### src/rtl/dlut_pkg.sv
package dlut_pkg;
    localparam int unsigned DLUT_XLEN  = 64;
    localparam int unsigned DLUT_NIB_W = 4;
    localparam int unsigned DLUT_HALVES = 2;

    typedef logic [DLUT_NIB_W-1:0] dlut_tbl_t;

    typedef enum logic {
        ST_IDLE = 1'b0,
        ST_OUT  = 1'b1
    } dlut_state_e;
endpackage

### src/rtl/dlut_nib_sel.sv
module dlut_nib_sel
    import dlut_pkg::*;
#(
    parameter int unsigned XLEN   = DLUT_XLEN,
    parameter int unsigned HALVES = DLUT_HALVES
) (
    input  logic [XLEN-1:0] src,
    input  logic            half,
    output dlut_tbl_t       tbl
);
    localparam int unsigned SPAN = HALVES * DLUT_NIB_W;

    dlut_tbl_t cand [HALVES];

    for (genvar h = 0; h < HALVES; h++) begin : g_cand
        assign cand[h] = src[h*DLUT_NIB_W +: DLUT_NIB_W];
    end

    logic unused_hi;
    assign unused_hi = ^src[XLEN-1:SPAN];

    always_comb begin
        tbl = cand[0];
        if (half) begin
            tbl = cand[1];
        end
    end
endmodule

### src/rtl/dlut_lane_array.sv
module dlut_lane_array
    import dlut_pkg::*;
#(
    parameter int unsigned XLEN = DLUT_XLEN
) (
    input  logic [XLEN-1:0] a,
    input  logic [XLEN-1:0] b,
    input  dlut_tbl_t       tbl,
    output logic [XLEN-1:0] res
);
    for (genvar i = 0; i < XLEN; i++) begin : g_lane
        logic [1:0] idx;
        assign idx    = {a[i], b[i]};
        // entry order runs from the nibble's top bit down
        assign res[i] = tbl[~idx];
    end
endmodule

### src/rtl/dyn_binlut.sv
module dyn_binlut
    import dlut_pkg::*;
#(
    parameter int unsigned XLEN = DLUT_XLEN
) (
    input  logic            clk,
    input  logic            rst_n,
    input  logic            in_valid,
    input  logic [XLEN-1:0] op_a,
    input  logic [XLEN-1:0] op_b,
    input  logic [XLEN-1:0] op_c,
    input  logic            half_sel,
    output logic            out_valid,
    output logic [XLEN-1:0] out_result
);
    dlut_state_e     state_q, state_d;
    dlut_tbl_t       tbl;
    logic [XLEN-1:0] lane_res;
    logic [XLEN-1:0] res_q;

    dlut_nib_sel #(.XLEN(XLEN), .HALVES(DLUT_HALVES)) u_sel (
        .src  (op_c),
        .half (half_sel),
        .tbl  (tbl)
    );

    dlut_lane_array #(.XLEN(XLEN)) u_lanes (
        .a   (op_a),
        .b   (op_b),
        .tbl (tbl),
        .res (lane_res)
    );

    always_comb begin
        state_d = state_q;
        unique case (state_q)
            ST_IDLE: if (in_valid)  state_d = ST_OUT;   // ISSUE
            ST_OUT:  if (!in_valid) state_d = ST_IDLE;  // DRAIN, else STREAM
            default: state_d = ST_IDLE;
        endcase
    end

    always_ff @(posedge clk or negedge rst_n) begin
        if (!rst_n) begin
            state_q <= ST_IDLE;
        end else begin
            state_q <= state_d;
        end
    end

    always_ff @(posedge clk or negedge rst_n) begin
        if (!rst_n) begin
            res_q <= '0;
        end else if (in_valid) begin
            res_q <= lane_res;
        end
    end

    assign out_valid  = (state_q == ST_OUT);
    assign out_result = res_q;
endmodule

### config.mk
export PLATFORM = sky130hd
export DESIGN_NAME = dyn_binlut
export DESIGN_NICKNAME = d
export VERILOG_FILES = /design/src/rtl/dlut_pkg.sv /design/src/rtl/dlut_nib_sel.sv /design/src/rtl/dlut_lane_array.sv /design/src/rtl/dyn_binlut.sv
export SDC_FILE = /design/constraint.sdc
export NUM_CORES = 1
export LEC_CHECK = 0
export BUFFER_PORTS_ARGS = -buffer_cell sky130_fd_sc_hd__buf_4
export CORE_MARGIN = 4
export CORE_UTILIZATION = 35
export DETAILED_ROUTE_END_ITERATION = 7
export PLACE_DENSITY = 0.67
export SLEW_MARGIN = 15
export SYNTH_ARGS = -nofsm -noshare
export SYNTH_HDL_FRONTEND = slang
export SYNTH_SLANG_ARGS = --single-unit
export TNS_END_PERCENT = 100
### constraint.sdc
create_clock -name clk -period 0.8 [get_ports clk]
set_input_delay 0.12 -clock clk [delete_from_list [all_inputs] [get_ports clk]]
set_output_delay 0.12 -clock clk [all_outputs]
set_load 0.005 [all_outputs]
==> summary.txt, run 1 <==
clock sinks: 65
largest net degree at the start of global routing: 40
Syn Area/Cell: 18.9 µm²
register bit total from synthesis: 65
Finished Core Util: 0.575
Mapped Nets: 424
commonest non-fill, non-tap cell in the layout: buf_4
Final #Nets: 664
Initial Utilization: 0.358
worst-case reg-to-reg path depth: 2
Cells on Worst Hold Path: 3
htree depth: 3
Static Leak: 3.25 nW
GP Congestion: 0.848
Synth warnings: 0
post-synthesis simple-gate area fraction: 0
CORE AREA: 0.0121 mm²
Worst R2R Setup Slack: -0.12 ns
RSZ-0062 raised after global routing: yes
Rel. slew slack: 0.868
layout cell share with drive strength beyond 1: 0.854
post-synthesis mux area share: 0.571
DP HPWL: 8.67 mm
total CTS buffers: 9
Mapped Area: 0.00431 mm²
GRT Total Usage: 0.173
Worst EP arrival: 1.51 ns
die area: 0.0142 mm²
initial antenna violation count: 0
Slew Viols, Final: 0
Hold Path Sink: out_result[37]
CTS tree: built
clk root buf: clkbuf_16
DR iter-0 viols: 201
Final WS setup: -0.506 ns
post-route cell area: 0.00694 mm²
Skew-Pair Late Insertion Delay: 0.32 ns
post-synthesis xor/xnor area fraction: 0
crit start category: input port
first-pass GRT wire length: 19.3 mm
Max Cap Violations: 0
Synth cell types: 9
Antenna Cells: 0
DRC: 0
DR WL/cell: 18.6 µm
Reg2Reg Capture Point: out_result[24]
vias in the first global route: 3621
CP max FO: 39
Tightest Hold Check Type: in2reg
Synth Instances: 228
# port buffers: 204
post-synthesis sequential area ratio: 0.377
Crit. End Element: flop
Compound-Gate Fraction of Synth Area: 0
vias per cell: 4.95
Tmin final: 1.31 ns
Boundary Pins: 261
crit share post-route: 1.63
row count: 40
Worst Min Path Start: op_a[37]
Crit Path Category: in2reg
Pre-Repair DR Iteration Count: 4
# setup viols final: 129
RR Startpoint: out_result[24]
Routed WL: 11.9 mm
combinational family with the most area after synthesis: multiplexers
Req. time, crit path: 1.00 ns
Antenna Nets Post-Route: 0
Chip Height: 119 µm
Synth Area in Adders: 0
failing checks: negative setup slack
Die W: 119 µm
clk buf depth: 2
VDD IR max: 0.880 mV
Peak Freq: 766 MHz
status: complete, but fails checks
Worst Tran Pin Value: 0.199 ns
Area growth, synth to finish: 60.9%
clock input transition at the sequential cells of the worst setup and hold paths: 0.05 ns
Worst Skew: 0 ns
placed instance area: 0.00607 mm²
vias: 3171
most frequent cells in the layout: buf_4 (180), mux2_4 (67), dfrtp_1 (65), buf_6 (65), mux4_2 (64)
final hold viol count: 0
power density cells: 1860 mW/mm²
grt total ovfl: 0
## cells in the mapped netlist, drive strengths merged
| cell type | instances | area [µm²] |
|---|---|---|
| mux2 | 68 | 1010 |
| clkbuf | 1 | 3.75 |
| buf | 30 | 220 |
| mux4 | 64 | 1460 |
| dfrtp | 65 | 1630 |
## worst max-delay path by stage
stage,from,to,slack [ns],depth (start not counted)
CTS,half_sel,out_result[15],-0.49,5
global placement,half_sel,out_result[60],-0.86,5
detailed placement,half_sel,out_result[62],-0.90,5
floorplan,half_sel,out_result[10],-0.63,4
finish,half_sel,out_result[15],-0.51,5
global route,half_sel,out_result[15],-0.52,5
## metal layers
layer	vias up	GRT usage	share of wire
li1	1403	-	-
met1	1581	0.218	0.40
met2	164	0.277	0.49
met3	23	0.0598	0.088
met4	0	0.0623	0.021
met5	-	0	0
## layout make-up
type | instances | area [µm²]
Clock inverter | 3 | 40.0
Timing Repair Buffer | 260 | 2350
Fill cell | 959 | 5120
Clock buffer | 13 | 250
Sequential cell | 65 | 1630
Multi-Input combinational cell | 132 | 2460
Tap cell | 168 | 210
## cells by family (layout without fill, tap and decap cells)
group | count (synthesis) | count (layout)
multiplexers | 132 | 132
flip-flops | 65 | 65
buffers and inverters | 31 | 276
## critical path: stages
cell and delay, ns:
buf_8 0.11, mux2_4 0.33, buf_12 0.17, mux4_2 0.48
mux2_4 0.27
## stage by stage
stage | power [mW] | TNS (ns) | hold WS, ns | cells | worst slack (ns)
finish | 12.9 | -39.67 | 0.190 | 641 | -0.506
global route | 13.6 | -42.66 | 0.181 | 641 | -0.524
CTS | 13.0 | -39.77 | 0.175 | 636 | -0.489
detailed placement | 8.17 | -54.50 | 0.107 | 584 | -0.896
global placement | 8.11 | -53.48 | 0.103 | 584 | -0.860
floorplan | 6.20 | -39.78 | -0.176 | 228 | -0.627
## sequential cells by signal, summed over array words and instances, names as in the netlist
register and cells:
out_valid 1, out_result 64
## where the power goes
group          leakage [nW]  switching [mW]  internal (mW)
logic                  2.35            1.34           3.43
registers             0.760           0.452           3.87
clock network         0.144            1.34           2.49
## repair_timing
| item | 4_1_cts | 5_1_grt |
|---|---|---|
| hold endpoints to repair | 65 | 0 |
| resized for setup | 79 | 1 |
| buffers inserted | 35 | 5 |
| setup endpoints to repair | 129 | 129 |
| hold buffers | 1 | 0 |
(Power assumes the default switching activity.)
==> run 2: changes to the inputs <==
--- a/config.mk
+++ b/config.mk
@@ -6,10 +6,11 @@
 export NUM_CORES = 1
 export LEC_CHECK = 0
 export BUFFER_PORTS_ARGS = -buffer_cell sky130_fd_sc_hd__buf_4
-export CORE_MARGIN = 4
+export CORE_MARGIN = 1.5
 export CORE_UTILIZATION = 35
 export DETAILED_ROUTE_END_ITERATION = 7
-export PLACE_DENSITY = 0.67
+export PLACE_DENSITY = 0.7
+export SETUP_SLACK_MARGIN = 0.5
 export SLEW_MARGIN = 15
 export SYNTH_ARGS = -nofsm -noshare
 export SYNTH_HDL_FRONTEND = slang
==> constraint.sdc (replaced) <==
create_clock -name clk -period 1.2 [get_ports clk]
set_input_delay 0.18 -clock clk [delete_from_list [all_inputs] [get_ports clk]]
set_output_delay 0.18 -clock clk [all_outputs]
set_load 0.005 [all_outputs]
==> summary.txt, run 2 (same netlist as run 1, synthesis figures left out) <==
Final #Nets: 662
Finished Core Util: 0.573
Static Leak: 3.24 nW
RSZ-0062 raised after global routing: yes
row count: 40
commonest non-fill, non-tap cell in the layout: buf_4
RR Startpoint: out_result[41]
Worst Tran Pin Value: 0.440 ns
Pre-Repair DR Iteration Count: 4
Net Sw Power: 2.11 mW
Rel. slew slack: 0.706
placed cells: 562
GP Congestion: 0.758
dpl ws: -0.540 ns
Antenna Nets Post-Route: 0
DRC: 0
htree depth: 3
total CTS buffers: 9
Setup TNS Final: -7.81 ns
Skew-Pair Late Insertion Delay: 0.32 ns
Slew Viols, Final: 0
most frequent cells in the layout: buf_4 (181), mux2_4 (66), dfrtp_1 (65), buf_6 (65), mux4_2 (64)
post-route cell area: 0.00688 mm²
Crit. End Element: flop
Tmin final: 1.35 ns
Flop pwr share: 0.334
Final WS setup: -0.153 ns
VDD IR max: 0.548 mV
DR iter-0 viols: 104
crit share post-route: 1.13
status: complete, but fails checks
Worst R2R Setup Slack: 0.28 ns
clk root buf: clkbuf_16
Worst Skew: 0 ns
Reg2Reg Capture Point: out_result[41]
CTS tree: built
Worst EP arrival: 1.56 ns
Initial Utilization: 0.359
vias: 3139
Req. time, crit path: 1.40 ns
hold slack: -0.115 ns
number of flip-flops under the largest register name: 64
die area: 0.0130 mm²
Chip Height: 114 µm
GRT Total Usage: 0.179
non-filler cells, final: 618
Combinational Power Share: 0.366
most frequent CP cell: mux2_4
clock sinks: 65
Max Cap Violations: 0
vias in the first global route: 3447
Area growth, synth to finish: 59.6%
vias per cell: 5.08
CP max FO: 33
Largest stage delay, worst path: 0.49 ns
Pint: 6.52 mW
Crit Path Category: in2reg
crit start category: input port
worst-case reg-to-reg path depth: 2
Antenna Cells: 0
sw frac: 0.244
Peak Freq: 739 MHz
largest net degree at the start of global routing: 34
Routed WL: 11.3 mm
first-pass GRT wire length: 17.9 mm
Tightest Hold Check Type: in2async
grt total ovfl: 0
clk buf depth: 2
slowest cell on the critical path: mux4_2
failing checks: negative hold slack, negative setup slack
Die W: 114 µm
part of the power in the clock network: 0.300
fill count: 969
DP HPWL: 8.11 mm
worst-path cell chain: buf_8, mux2_4, buf_12, mux4_2, mux2_4
DR WL/cell: 18.3 µm
CORE AREA: 0.0120 mm²
clock input transition at the sequential cells of the worst setup and hold paths: 0.05 ns
# port buffers: 204
layout cell share with drive strength beyond 1: 0.856
placed instance area: 0.00605 mm²
initial antenna violation count: 0
# setup viols final: 64
power density cells: 1250 mW/mm²
Boundary Pins: 261
final hold viol count: 65
-- run 2: changes by cell type in the layout (fill, tap and decap cells not counted), sizes merged --
cell,delta
buf,-1
dlygate4sd3,-1
-- run 2: critical path, delay by kind of cell --
family	cells	cell delay (ns)
buffers and inverters	2	0.28
multiplexers	3	1.09
-- run 2: timing repair --
action	4_1_cts	5_1_grt
hold endpoints to repair	65	65
buffers inserted	32	8
pin swaps	0	0
endpoints found under the setup margin	129	129
resized for setup	72	1
-- run 2: worst max path at each step --
| stage | start | to | depth (start not counted) |
|---|---|---|---|
| 4_1_cts | half_sel | out_result[18] | 5 |
| 6_report | half_sel | out_result[18] | 5 |
| 3_5_place_dp | half_sel | out_result[61] | 5 |
| 5_1_grt | half_sel | out_result[18] | 5 |
| 3_3_place_gp | half_sel | out_result[18] | 5 |
| 2_1_floorplan | half_sel | out_result[10] | 4 |
-- run 2: cell type report --
cell class,count,area (µm²),share of cell area
Clock buffer,13,250,0.0364
Clock inverter,3,40.0,0.00582
Multi-Input combinational cell,132,2450,0.357
Sequential cell,65,1630,0.236
Tap cell,147,184,0.0267
Timing Repair Buffer,258,2330,0.338
-- run 2: power groups by stage --
stage          clock, mW  sequential (mW)  combinational, mW
2_1_floorplan          0             2.84               1.30
3_3_place_gp           0             2.85               2.53
3_5_place_dp           0             2.85               2.59
4_1_cts             2.64             2.88               3.11
5_1_grt             2.75             2.92               3.36
6_report            2.59             2.88               3.16
-- run 2: through the flow --
step	total power [mW]	hold WS, ns
3_5_place_dp	5.44	0.239
2_1_floorplan	4.13	-0.116
3_3_place_gp	5.38	0.229
5_1_grt	9.04	-0.0882
6_report	8.63	-0.115
4_1_cts	8.63	-0.109
-- run 2: per-layer routing --
layer	up-vias	track usage	share of wire
met5	-	0	0
met4	0	0.0592	0.014
met3	13	0.0420	0.066
met2	138	0.304	0.49
met1	1587	0.227	0.43
li1	1401	-	-
==> run 3: changes to the inputs <==
--- a/config.mk
+++ b/config.mk
@@ -9,6 +9,7 @@
 export CORE_MARGIN = 1.5
 export CORE_UTILIZATION = 35
 export DETAILED_ROUTE_END_ITERATION = 7
+export GPL_TIMING_DRIVEN = 0
 export PLACE_DENSITY = 0.7
 export SETUP_SLACK_MARGIN = 0.5
 export SLEW_MARGIN = 15
==> summary.txt, run 3 (same netlist as run 1, synthesis figures left out) <==
vias: 3281
Boundary Pins: 261
Pre-Repair DR Iteration Count: 4
Slew Viols, Final: 0
CP startpoint: half_sel
Chip Height: 114 µm
RSZ-0062 raised after global routing: yes
clk root buf: clkbuf_16
fill count: 956
Static Leak: 3.35 nW
vias per cell: 5.13
number of flip-flops under the largest register name: 64
layout cell share with drive strength beyond 1: 0.860
htree depth: 3
Peak Freq: 728 MHz
grt total ovfl: 0
Skew-Pair Late Insertion Delay: 0.32 ns
DR WL/cell: 19.6 µm
Area growth, synth to finish: 63.6%
most frequent cells in the layout: buf_4 (176), buf_6 (89), mux2_4 (73), dfrtp_1 (65), mux4_2 (64)
commonest non-fill, non-tap cell in the layout: buf_4
dpl ws: -0.731 ns
vias in the first global route: 3596
Die W: 114 µm
Req. time, crit path: 1.40 ns
power density cells: 1220 mW/mm²
Initial Utilization: 0.359
Worst R2R Setup Slack: 0.29 ns
clock input transition at the sequential cells of the worst setup and hold paths: 0.05 ns
non-filler cells, final: 640
Routed WL: 12.5 mm
DR iter-0 viols: 174
GRT Total Usage: 0.201
Tightest Hold Check Type: in2async
Max Cap Violations: 0
Worst Skew: 0 ns
placed cells: 579
total CTS buffers: 9
Worst Tran Pin Value: 0.849 ns
clock sinks: 65
GP Congestion: 0.770
Antenna Nets Post-Route: 0
crit start category: input port
RR Startpoint: out_result[46]
first-pass GRT wire length: 19.7 mm
Final #Nets: 685
largest net degree at the start of global routing: 66
CORE AREA: 0.0120 mm²
hold slack: -0.0534 ns
Antenna Cells: 0
Tmin final: 1.37 ns
DP HPWL: 8.32 mm
die area: 0.0130 mm²
DRC: 0
final hold viol count: 42
crit share post-route: 1.14
placed instance area: 0.00603 mm²
Crit Path Category: in2reg
CP max FO: 10
CTS tree: built
clk buf depth: 2
# port buffers: 204
Finished Core Util: 0.588
initial antenna violation count: 0
post-route cell area: 0.00706 mm²
Worst EP arrival: 1.57 ns
VDD IR max: 0.548 mV
row count: 40
# setup viols final: 64
Rel. slew slack: 0.434
Final WS setup: -0.173 ns
status: complete, but fails checks
Crit. End Element: flop
failing checks: negative hold slack, negative setup slack
-- run 3: changes by cell type in the layout (fill, tap and decap cells not counted), sizes merged --
cell / delta
mux2: +5
clkinv: -1
dlygate4sd3: +1
buf: +16
clkinvlp: +1
-- run 3: through the flow --
| step | TNS [ns] | total power, mW |
|---|---|---|
| after floorplan | -18.02 | 4.13 |
| after global placement | -40.43 | 5.38 |
| after detailed placement | -41.70 | 5.42 |
| after CTS | -8.76 | 8.65 |
| after global routing | -9.85 | 9.04 |
| final | -9.12 | 8.60 |
-- run 3: path summary, 6_finish.rpt --
| check | cells after the start | end |
|---|---|---|
| min reg2reg | 1 | out_result[20] |
| max reg2reg | 2 | out_result[46] |
| min in group clk | 3 | out_result[32] |
| max in group asynchronous | 1 | out_result[54] |
| min | 1 | out_result[1] |
| max | 5 | out_result[8] |
-- run 3: where the power goes --
| group | total [mW] | switching [mW] | internal, mW |
|---|---|---|---|
| logic | 3.24 | 0.924 | 2.31 |
| clock network | 2.49 | 0.898 | 1.59 |
| registers | 2.87 | 0.293 | 2.58 |
-- run 3: worst max-delay path: stages --
cell	delay, ns
buf_12	0.11
mux2_4	0.37
buf_6	0.16
mux4_2	0.47
mux2_4	0.27
-- run 3: area by class of cell --
type	instances	area, µm²	share of cell area
multi-input combinational	137	2540	0.360
buffer	31	305	0.0433
tap	147	184	0.0261
clock inverter	3	42.5	0.00603
sequential	65	1630	0.230
clock buffer	12	236	0.0335
timing repair buffer	245	2130	0.301
-- run 3: layer usage --
metal,wire length [µm],vias up,GRT usage
met5,0,-,0
met3,822,21,0.0452
met4,263,0,0.0742
li1,-,1460,-
met1,5430,1638,0.275
met2,6010,162,0.316
-- run 3: repair_timing --
action | CTS | global route
endpoints found under the hold margin | 28 | 0
cloned | 10 | 0
setup buffers | 31 | 4
setup endpoints to repair | 129 | 129
gates resized for setup | 114 | 3
pin swaps | 0 | 0
hold buffers | 1 | 0
